File: src/rtl/cmd_arb_pkg.sv
package cmd_arb_pkg;
  localparam int AGE_W   = 6;
  localparam int AGE_MAX = (1 << AGE_W) - 1;
  localparam int NTIER   = 6;
  localparam int T_STARVED = 0;
  localparam int T_HP_HIT  = 1;
  localparam int T_HP      = 2;
  localparam int T_DIR_HIT = 3;
  localparam int T_HIT     = 4;
  localparam int T_ANY     = 5;
endpackage

File: src/rtl/cmd_arb_open_rows.sv
module cmd_arb_open_rows #(
  parameter int DEPTH  = 8,
  parameter int RANK_W = 1,
  parameter int BANK_W = 2,
  parameter int ROW_W  = 4,
  localparam int KEY_W = RANK_W + BANK_W,
  localparam int NSLOT = 1 << KEY_W
) (
  input  logic                          clk,
  input  logic                          rst_n,
  input  logic                          upd,
  input  logic [RANK_W-1:0]             upd_rank,
  input  logic [BANK_W-1:0]             upd_bank,
  input  logic [ROW_W-1:0]              upd_row,
  input  logic [DEPTH-1:0][RANK_W-1:0]  ent_rank,
  input  logic [DEPTH-1:0][BANK_W-1:0]  ent_bank,
  input  logic [DEPTH-1:0][ROW_W-1:0]   ent_row,
  output logic [DEPTH-1:0]              ent_hit
);
  logic [NSLOT-1:0]            open_v;
  logic [NSLOT-1:0][ROW_W-1:0] open_row;
  logic [KEY_W-1:0]            upd_key;

  assign upd_key = {upd_rank, upd_bank};

  always_ff @(posedge clk) begin
    if (!rst_n) begin
      open_v   <= '0;
      open_row <= '0;
    end else if (upd) begin
      open_v[upd_key]   <= 1'b1;
      open_row[upd_key] <= upd_row;
    end
  end

  for (genvar i = 0; i < DEPTH; i++) begin : g_hit
    logic [KEY_W-1:0] key;
    assign key        = {ent_rank[i], ent_bank[i]};
    assign ent_hit[i] = open_v[key] && (open_row[key] == ent_row[i]);
  end

  // a bank just updated holds the new row on the next cycle
  a_r6_row_opened: assert property (@(posedge clk) disable iff (!rst_n)
    upd |=> open_v[$past(upd_key)] && (open_row[$past(upd_key)] == $past(upd_row)));
endmodule

File: src/rtl/cmd_arb_picker.sv
module cmd_arb_picker import cmd_arb_pkg::*; #(
  parameter int DEPTH = 8,
  localparam int IDX_W = (DEPTH > 1) ? $clog2(DEPTH) : 1
) (
  input  logic [DEPTH-1:0]            ent_v,
  input  logic [DEPTH-1:0][AGE_W-1:0] ent_age,
  input  logic [DEPTH-1:0]            ent_hit,
  input  logic [DEPTH-1:0]            ent_wr,
  input  logic [DEPTH-1:0]            ent_hp,
  input  logic [AGE_W-1:0]            starve_limit,
  input  logic                        major_mode,
  input  logic                        last_wr,
  output logic                        sel_any,
  output logic [IDX_W-1:0]            sel_idx
);
  logic [DEPTH-1:0]            starved;
  logic [NTIER-1:0][DEPTH-1:0] mask;
  logic [DEPTH-1:0]            cand;
  logic [AGE_W-1:0]            best_age;
  logic                        found;

  for (genvar i = 0; i < DEPTH; i++) begin : g_starve
    assign starved[i] = ent_age[i] >= starve_limit;
  end

  always_comb begin
    mask[T_STARVED] = ent_v & starved;
    mask[T_HP_HIT]  = ent_v & ent_hp & ent_hit;
    mask[T_HP]      = ent_v & ent_hp;
    mask[T_DIR_HIT] = major_mode ? (ent_v & ent_hit & ~(ent_wr ^ {DEPTH{last_wr}})) : '0;
    mask[T_HIT]     = ent_v & ent_hit;
    mask[T_ANY]     = ent_v;
  end

  always_comb begin
    cand = mask[T_ANY];
    for (int t = NTIER - 1; t >= 0; t--) begin
      if (|mask[t]) cand = mask[t];
    end
    found    = 1'b0;
    best_age = '0;
    sel_idx  = '0;
    for (int i = 0; i < DEPTH; i++) begin
      if (cand[i] && (!found || ent_age[i] > best_age)) begin
        found    = 1'b1;
        best_age = ent_age[i];
        sel_idx  = IDX_W'(i);
      end
    end
  end

  assign sel_any = |ent_v;
endmodule

File: src/rtl/cmd_arb.sv
module cmd_arb import cmd_arb_pkg::*; #(
  parameter int DEPTH  = 8,
  parameter int RANK_W = 1,
  parameter int BANK_W = 2,
  parameter int ROW_W  = 4
) (
  input  logic              clk,
  input  logic              rst_n,
  input  logic              in_valid,
  output logic              in_ready,
  input  logic [RANK_W-1:0] in_rank,
  input  logic [BANK_W-1:0] in_bank,
  input  logic [ROW_W-1:0]  in_row,
  input  logic              in_wr,
  input  logic              in_hipri,
  input  logic [AGE_W-1:0]  starve_limit,
  input  logic              major_mode,
  output logic              out_valid,
  input  logic              out_ready,
  output logic [RANK_W-1:0] out_rank,
  output logic [BANK_W-1:0] out_bank,
  output logic [ROW_W-1:0]  out_row,
  output logic              out_wr,
  output logic              out_hipri,
  output logic              out_hit
);
  localparam int IDX_W = (DEPTH > 1) ? $clog2(DEPTH) : 1;

  logic [DEPTH-1:0]             q_v;
  logic [DEPTH-1:0][AGE_W-1:0]  q_age;
  logic [DEPTH-1:0][RANK_W-1:0] q_rank;
  logic [DEPTH-1:0][BANK_W-1:0] q_bank;
  logic [DEPTH-1:0][ROW_W-1:0]  q_row;
  logic [DEPTH-1:0]             q_wr;
  logic [DEPTH-1:0]             q_hp;
  logic [DEPTH-1:0]             q_hit;
  logic                         last_wr;
  logic [IDX_W-1:0]             free_idx;
  logic [IDX_W-1:0]             sel_idx;
  logic                         sel_any;
  logic                         acc;
  logic                         gnt;

  always_comb begin
    free_idx = '0;
    for (int i = DEPTH - 1; i >= 0; i--) begin
      if (!q_v[i]) free_idx = IDX_W'(i);
    end
  end

  assign in_ready = ~(&q_v);
  assign acc      = in_valid && in_ready;
  assign gnt      = out_valid && out_ready;

  cmd_arb_open_rows #(
    .DEPTH(DEPTH), .RANK_W(RANK_W), .BANK_W(BANK_W), .ROW_W(ROW_W)
  ) i_open_rows (
    .clk(clk), .rst_n(rst_n), .upd(gnt),
    .upd_rank(out_rank), .upd_bank(out_bank), .upd_row(out_row),
    .ent_rank(q_rank), .ent_bank(q_bank), .ent_row(q_row),
    .ent_hit(q_hit)
  );

  cmd_arb_picker #(.DEPTH(DEPTH)) i_picker (
    .ent_v(q_v), .ent_age(q_age), .ent_hit(q_hit), .ent_wr(q_wr), .ent_hp(q_hp),
    .starve_limit(starve_limit), .major_mode(major_mode), .last_wr(last_wr),
    .sel_any(sel_any), .sel_idx(sel_idx)
  );

  assign out_valid = sel_any;
  assign out_rank  = q_rank[sel_idx];
  assign out_bank  = q_bank[sel_idx];
  assign out_row   = q_row[sel_idx];
  assign out_wr    = q_wr[sel_idx];
  assign out_hipri = q_hp[sel_idx];
  assign out_hit   = q_hit[sel_idx];

  always_ff @(posedge clk) begin
    if (!rst_n) begin
      q_v     <= '0;
      q_age   <= '0;
      q_rank  <= '0;
      q_bank  <= '0;
      q_row   <= '0;
      q_wr    <= '0;
      q_hp    <= '0;
      last_wr <= 1'b0;
    end else begin
      if (gnt) last_wr <= q_wr[sel_idx];
      for (int i = 0; i < DEPTH; i++) begin
        if (gnt && (sel_idx == IDX_W'(i))) begin
          q_v[i] <= 1'b0;
        end else if (acc && (free_idx == IDX_W'(i))) begin
          q_v[i]    <= 1'b1;
          q_age[i]  <= '0;
          q_rank[i] <= in_rank;
          q_bank[i] <= in_bank;
          q_row[i]  <= in_row;
          q_wr[i]   <= in_wr;
          q_hp[i]   <= in_hipri;
        end else if (gnt && q_v[i] && (q_age[i] != AGE_W'(AGE_MAX))) begin
          q_age[i] <= q_age[i] + 1'b1;
        end
      end
    end
  end

  // Checking views of the pool, separate from the picker's own masks
  logic [DEPTH-1:0] chk_starved;
  for (genvar i = 0; i < DEPTH; i++) begin : g_chk
    assign chk_starved[i] = q_v[i] && (q_age[i] >= starve_limit);
  end

  // occupancy follows accepts and grants
  a_r1_occupancy: assert property (@(posedge clk) disable iff (!rst_n)
    $past(rst_n) |-> ($countones(q_v) == $countones($past(q_v))
                       + ($past(acc) ? 1 : 0) - ($past(gnt) ? 1 : 0)));

  // an offered command is not withdrawn without a grant
  a_r2_hold_valid: assert property (@(posedge clk) disable iff (!rst_n)
    (out_valid && !out_ready) |=> out_valid);

  // a starved request exists, so the grant goes to one
  a_r4_starved_first: assert property (@(posedge clk) disable iff (!rst_n)
    (gnt && (|chk_starved)) |-> (q_age[sel_idx] >= starve_limit));

  // no starved request and an urgent one held, so the grant is urgent
  a_r5_hipri_first: assert property (@(posedge clk) disable iff (!rst_n)
    (gnt && !(|chk_starved) && (|(q_v & q_hp))) |-> out_hipri);
endmodule

File: config.mk
export PLATFORM = sky130hd
export DESIGN_NAME = cmd_arb
export DESIGN_NICKNAME = d
export VERILOG_FILES = /design/src/rtl/cmd_arb_pkg.sv /design/src/rtl/cmd_arb_open_rows.sv /design/src/rtl/cmd_arb_picker.sv /design/src/rtl/cmd_arb.sv
export SDC_FILE = /design/constraint.sdc
export NUM_CORES = 1
export LEC_CHECK = 0
export ABC_AREA = 1
export ABC_CLOCK_PERIOD_IN_PS = 22300
export BUFFER_PORTS_ARGS = -buffer_cell sky130_fd_sc_hd__buf_2
export CORE_MARGIN = 4
export CORE_UTILIZATION = 60
export CTS_CLUSTER_DIAMETER = 80
export DETAILED_ROUTE_END_ITERATION = 8
export PLACE_DENSITY = 0.85
export SYNTH_ARGS = -nofsm -noshare
export SYNTH_HDL_FRONTEND = slang
export SYNTH_SLANG_ARGS = --single-unit
export TNS_END_PERCENT = 50
File: constraint.sdc
create_clock -name clk -period 22.3 [get_ports clk]
set_input_delay 2.23 -clock clk [delete_from_list [all_inputs] [get_ports clk]]
set_output_delay 2.23 -clock clk [all_outputs]
set_load 0.1 [all_outputs]
# Word level (Yosys, flattened, before mapping)
# Index checks and enable logic that the tools add are counted.
[totals] regBits=169 latch_bits=0 rom_bits=0 output_inout_bits=12 memories=0 inputBits=20 word_cells=353 mem_bits_rw=0
[op_classes] shifts=0 magnitude_cmp=26 n_reduce_logical=105 multipliers=0 n_div=0 bitwise_logic=18 n_eq_ne=30 mux=100 n_addsub=8
[op_table] operator="two-way mux 6 bit" n=23
[op_table] operator="binary-select mux 4 bit (select 3 bit)" n=9
[op_table] operator="logical AND 1 bit" n=50
[op_table] operator="adder 6 x 1 -> 6 bit (second input constant)" n=8
[op_table] operator=">= comparator 6 bit" n=8
[op_table] operator="two-way mux 8 bit" n=6
[op_table] operator="!= test 6 bit (second input constant)" n=8
[op_table] operator="OR reduction 8 bit" n=6
[op_table] operator="greater-than comparator 6 bit" n=7
[op_table] operator="bitwise AND 8 bit" n=5
[op_table] operator="< comparator 3 x 4 -> 1 bit (second input constant)" n=10
[op_table] operator="two-way mux 4 bit" n=10
[op_table] operator="binary-select mux 1 bit (select 3 bit)" n=12
[op_table] operator="two-way mux 3 bit" n=12
[op_table] operator="bitwise mux 32 bit" n=1
[op_table] operator="== test 4 bit" n=8
[op_table] operator="AND reduction 2 bit" n=16
[op_table] operator="== test 3 bit (second input constant)" n=8
[op_table] operator="two-way mux 1 bit" n=21
[op_table] operator="nonzero test 2 bit" n=8
[op_table] operator="OR reduction 2 bit" n=8
[op_table] operator="demux 4 bit (select 3 bit)" n=1
[op_table] operator="== test 3 x 2 -> 1 bit (second input constant)" n=4
[op_table] operator="NOT 1 bit" n=10
[op_table] operator="other kinds (12)" n=28

# Depth between registers and ports, before layout
[logic_depth] ltp_word=48 mapped_depth=110 ltp_nobuf=103

# Hierarchy
# Synthesis repeated with hierarchy kept, for this count alone.
[unflattened] hier_cells=2504 hier_area_um2=14965.6
[by_module_without_submodules] mod="cmd_arb" cells_per_inst=898 n_inst=1 seq_area_each_um2=2582.5 area_per_inst_um2=6471.2
[by_module_without_submodules] mod="cmd_arb_open_rows" cells_per_inst=967 n_inst=1 seq_area_each_um2=800.8 area_per_inst_um2=4873.4
[by_module_without_submodules] mod="cmd_arb_picker" cells_per_inst=639 n_inst=1 seq_area_each_um2=0.0 area_per_inst_um2=3621.0

# Worst setup path after synthesis
# Ideal clock, no wire load.
[synth_timing] path_kind="input port to output port" from="in starve_limit[1]" to="out out_hit" path_stages=95 path_buffers=7 slack_ns=4.580 t_arrival_ns=15.490 t_required_ns=20.070 cell_sequence="inv_1 ha_1 a21boi_0 o21a_1 o21a_1 o21a_1 o21ai_0 nand2_1 nand2_1 nand2_1 nor2_1 nand2_1 a21oi_1 nand2_1 nand2_2 nand2_1 ha_1 nand2_1 (+59 left out) o22ai_1 nand2_2 nand2_4 buf_1 o21ai_1 ha_1 a21oi_1 o21ai_0 a21oi_1 o21ai_0 o21ai_0 nand2_1 nand2_2 nand3_2 buf_6 nor2_2 a22oi_1 a31oi_1"
[synth_via] elab_chain_cells=35 word_cells_on_any_way=62 cone_classes="15 x order compare; 24 x mux; 1 x bitwise; 22 x reduce/logical"
[synth_lines] element="start, declared" line_no="cmd_arb.sv:16" text="input logic [AGE_W-1:0] starve_limit,"
[synth_lines] element=">= comparator 6 bit (on tied branches)"
[synth_lines] element="bitwise AND 8 bit *" line_no="cmd_arb_picker.sv:27" text="mask[T_STARVED] = ent_v & starved;"
[synth_lines] element="OR reduction 8 bit" line_no="cmd_arb_picker.sv:38" text="if (|mask[t]) cand = mask[t];"
[synth_lines] element="two-way mux 8 bit *" line_no="cmd_arb_picker.sv:38"
[synth_lines] element="two-way mux 6 bit or two-way mux 1 bit (tied branches)" line_no="cmd_arb_picker.sv:44" text="if (cand[i] && (!found || ent_age[i] > best_age)) begin"
[synth_lines] element="greater-than comparator 6 bit or zero test 1 bit (tied branches)" line_no="cmd_arb_picker.sv:44"
[synth_lines] element="logical OR 1 bit" line_no="cmd_arb_picker.sv:44"
[synth_lines] element="logical AND 1 bit" line_no="cmd_arb_picker.sv:44"
[synth_lines] element="(+19 left out)"
[synth_lines] element="logical AND 1 bit" line_no="cmd_arb_picker.sv:44"
[synth_lines] element="two-way mux 6 bit or two-way mux 1 bit (tied branches)" line_no="cmd_arb_picker.sv:44"
[synth_lines] element="greater-than comparator 6 bit or zero test 1 bit (tied branches)" line_no="cmd_arb_picker.sv:44"
[synth_lines] element="logical OR 1 bit" line_no="cmd_arb_picker.sv:44"
[synth_lines] element="logical AND 1 bit" line_no="cmd_arb_picker.sv:44"
[synth_lines] element="two-way mux 3 bit *" line_no="cmd_arb_picker.sv:44"
[synth_lines] element="binary-select mux 1 bit (select 3 bit) *" line_no="cmd_arb.sv:76" text="assign out_hit = q_hit[sel_idx];"
[synth_lines] element="two-way mux 1 bit (not written as such) *" line_no="cmd_arb.sv:76"
[synth_lines] element="end, declared" line_no="cmd_arb.sv:25" text="output logic out_hit"
# Every way passes the cells marked *; elsewhere a longest branch is shown, timed or not. The select of a mux whose other input is x is not followed.

# Worst setup path in the final report
[layout_timing] from="in starve_limit[1]" to="out out_hipri"
[layout_via] elab_chain_cells=35 word_cells_on_any_way=62 cone_classes="15 x order compare; 24 x mux; 1 x bitwise; 22 x reduce/logical"
[layout_lines] element=">= comparator 6 bit (on tied branches)"
[layout_lines] element="bitwise AND 8 bit *" line_no="cmd_arb_picker.sv:27"
[layout_lines] element="OR reduction 8 bit" line_no="cmd_arb_picker.sv:38"
[layout_lines] element="two-way mux 8 bit *" line_no="cmd_arb_picker.sv:38"
[layout_lines] element="two-way mux 6 bit or two-way mux 1 bit (tied branches)" line_no="cmd_arb_picker.sv:44"
[layout_lines] element="greater-than comparator 6 bit or zero test 1 bit (tied branches)" line_no="cmd_arb_picker.sv:44"
[layout_lines] element="logical OR 1 bit" line_no="cmd_arb_picker.sv:44"
[layout_lines] element="logical AND 1 bit" line_no="cmd_arb_picker.sv:44"
[layout_lines] element="(+19 left out)"
[layout_lines] element="logical AND 1 bit" line_no="cmd_arb_picker.sv:44"
[layout_lines] element="two-way mux 6 bit or two-way mux 1 bit (tied branches)" line_no="cmd_arb_picker.sv:44"
[layout_lines] element="greater-than comparator 6 bit or zero test 1 bit (tied branches)" line_no="cmd_arb_picker.sv:44"
[layout_lines] element="logical OR 1 bit" line_no="cmd_arb_picker.sv:44"
[layout_lines] element="logical AND 1 bit" line_no="cmd_arb_picker.sv:44"
[layout_lines] element="two-way mux 3 bit *" line_no="cmd_arb_picker.sv:44"
[layout_lines] element="binary-select mux 1 bit (select 3 bit) *" line_no="cmd_arb.sv:75" text="assign out_hipri = q_hp[sel_idx];"
[layout_lines] element="two-way mux 1 bit (not written as such) *" line_no="cmd_arb.sv:75"
[layout_lines] element="end, declared" line_no="cmd_arb.sv:24" text="output logic out_hipri,"
# Marked as above.

==> results.md <==
- Critical path class: in2out
- Height of the die: 164.4 um
- Final WL: roughly 53,000 um
- Top_reg_cell synth: dfxtp_1
- Crit path max-delay family: compound AO/OA/AOI/OAI gates
- CP Data Arrival Time: between 15 and 20 ns
- Setup ws final: 2.609 ns
- Synthesized flop and latch total: 169
- Worst-path clk slew: 0.08 ns
- Max-cap violations: 0
- Root Driver: clkbuf_16
- YS warnings: 0
- Post-CTS setup buffers: 0
- All-Layer GR Usage: 0.3869
- Final Skew: 0.01594 ns
- PortBufs: 31
- Worst slack, placed: 3.187 ns
- Clk sinks: ~170
- Vias in the first global route: roughly 16k
- Worst hold slack: 0.4849 ns
- Worst EP required: 20.07 ns
- Status: finished, final reports clean
- Initial antenna violation count: 2
- Commonest cells after routing, fill and taps aside: nand2_1 (770), nand3_1 (341), inv_1 (206)
- CTS buffer count: 17
- RSZ-0062 raised after global routing: false
- Crit-path most repeated cell: nand2_1
- CP Buf/Inv Count: 7
- Slew @ Worst Pin: ~1.1 ns
- WL/cell: approximately 19 um
- Starting Density: 0.6180
- Top Metal Used: met4
- Capturing element type of the critical path: output pin
- CTS HTree Levels: 4
- Critical Path Source: starve_limit[1]
- Final hold viol count: 0
- VDD IR max: 73.11 uV
- Worst reg2reg path depth: 96
- DR DRC count: 0
- Critical path launch point type: primary input
- CORE AREA: 23,750 um2
- M1 wire length: 19,360 um
- Period utilisation layout: 0.8830
- RR Endpoint: q_age[22]
- Syn_nets: 2,567
- First-pass GRT wire length: slightly above 80,000 um
- Post-DR vias/cell: 6.162
- Slew Limit Headroom: 0.2594
- Post-DP HPWL: 38,940 um
- DIE AREA: 27,030 um2
- Post-synth EDFFs: 0
- Max Slew Vio Count: 0
- Post_cts resized: 0
- Post-CTS Hold Buffers: 0
- Setup TNS: 0 ns
- Cell leakage power: about 7.4 nW
- CP Max Fanout: 18
- # nets final: roughly 2.5k
- Unique cell type count in the Yosys netlist: 49
- Overflow after GRT: 0
- Max Clock Freq: ~51 MHz
- Worst path depth: 90
- Sequential area share after synthesis: 0.2305
- 1st-pass router iterations: 7
- DRC marker count from the first detailed-route iteration: 2,224
- Post-DRT Antenna Nets: 0
- Design Power: around 1.1 mW
- Clock Latency Late Sink: around 0.45 ns
- CP max stage delay: 0.51 ns
- Setup-failing EPs final: 0
- Fraction of layout cells with a size suffix above 1: 0.06769
- Commonest non-fill, non-tap cell in the layout: nand2_1
- Std cell rows: 56
- Clock buffer depth: 2
- Asr flop ratio synth: 0
- Hold Crit Class: reg2reg
- R2R Path Start: q_bank[2]
- Avg Cell Area, Syn: 5.994 um2
- DR vias: roughly 17k
- GP Congestion: 1.035
- Critical path endpoint: out_hipri
- Synth-to-layout area growth: 3.716%
- P per Cell Area: 70.84 nW/um2
- TritonCTS clock tree: built
- Met2 wire len: 23,210 um
- Met3 wire length: 5921 um
- Slowest stage cell on the critical path: buf_2
- Die Wd: 164.4 um
- Tmin final: 19.69 ns
- Largest net degree at the start of global routing: 79
- Gate Count Post-Synth: 2,449
- Ports: 32
- Reg2reg setup slack: around 6.4 ns
- Cell Area, Synth: 14,680 um2
-- worst min-delay path by stage --
stage,from,to,slack (ns),cells past startpoint
after floorplan,q_hp[4],q_hp[4],0.44,2
after global placement,q_hp[0],q_hp[0],0.46,2
after detailed placement,q_hp[4],q_hp[4],0.47,2
after CTS,i_open_rows.open_row[23],i_open_rows.open_row[23],0.49,2
after global routing,i_open_rows.open_row[3],i_open_rows.open_row[3],0.50,2
final,i_open_rows.open_row[23],i_open_rows.open_row[23],0.48,2
-- power by group --
group / internal (mW) / switching (mW) / leakage, nW / total (mW)
combinational: 0.119 / 0.324 / 5.75 / 0.444
sequential: 0.313 / 0.0195 / 1.37 / 0.333
clock: 0.157 / 0.145 / 0.270 / 0.302
total: 0.590 / 0.488 / 7.38 / 1.08
-- cell type report --
cell class,instances,area [um2]
Clock buffer,19,432.9
Antenna cell,2,5.005
Timing Repair Buffer,33,172.7
Fill cell,2269,8527
Multi-Input combinational cell,1937,9793
Inverter,237,904.6
Tap cell,319,399.1
Sequential cell,169,3383
Clock inverter,13,135.1
-- registers in the layout, indices dropped and copies added, names as in the netlist --
name	cells
q_wr	8
i_open_rows.open_v	8
q_rank	8
q_row	32
q_hp	8
q_v	8
last_wr	1
i_open_rows.open_row	32
q_bank	16
q_age	48
-- worst register-to-register path: cells and delay by family (launching register included) --
family,cells,cell delay [ns]
AND/OR/NAND/NOR,44,6.07
AO/OA/AOI/OAI,38,5.43
adder cells (fa/ha/maj),7,2.29
buffers and inverters,7,1.01
flip-flops,1,0.97
-- metrics by stage --
step,util,area (um2),instances
after floorplan,-,14680,2449
after global placement,0.6169,14650,2695
after detailed placement,0.6169,14650,2695
after CTS,0.6408,15220,2727
after global routing,0.6408,15220,2727
final,0.6410,15230,2729
-- cell usage after synthesis (3+ instances only) --
library cell,n,area (um2)
nand3_1,341,1707
ha_1,98,1226
nor2_1,173,649.4
nor3b_2,3,37.54
o21a_1,18,135.1
xor2_1,10,87.58
a22oi_1,8,60.06
o21ai_2,4,35.03
inv_1,206,773.2
buf_4,14,105.1
o31ai_1,4,30.03
nor2_4,7,78.83
inv_4,4,25.02
o211ai_1,15,112.6
dfxtp_1,169,3383
nand2_2,25,156.4
a21boi_0,4,30.03
clkinv_1,7,26.28
nand2_4,7,78.83
inv_2,19,71.32
nor2_2,21,131.4
nand3_2,3,30.03
a21oi_1,167,835.8
buf_2,34,170.2
a31oi_1,3,18.77
nand4_1,20,125.1
nand2_1,770,2890
o21bai_1,12,90.09
o21ai_0,138,690.7
a211oi_1,14,105.1
buf_1,6,22.52
clkbuf_1,39,146.4
nor3_1,14,70.07
o22ai_1,4,25.02
o21ai_1,39,195.2
buf_6,12,135.1
-- per-layer routing --
layer,GRT usage,up-vias
met4,0.2737,0
met1,0.4623,7453
met2,0.6145,1067
met3,0.08785,318
li1,-,7978
met5,0,-
-- cells by family after synthesis --
group                      Yosys count  share of synthesized area
DFF                                169                     0.2305
buffers and inverters              343                     0.1024
xor gates and xnor gates            10                   0.005966
AOI/OAI and AO/OA                  438                     0.1678
adders and majority gates           98                    0.08353
and+or+nand+nor                   1391                     0.4098
(Power assumes the default switching activity.)
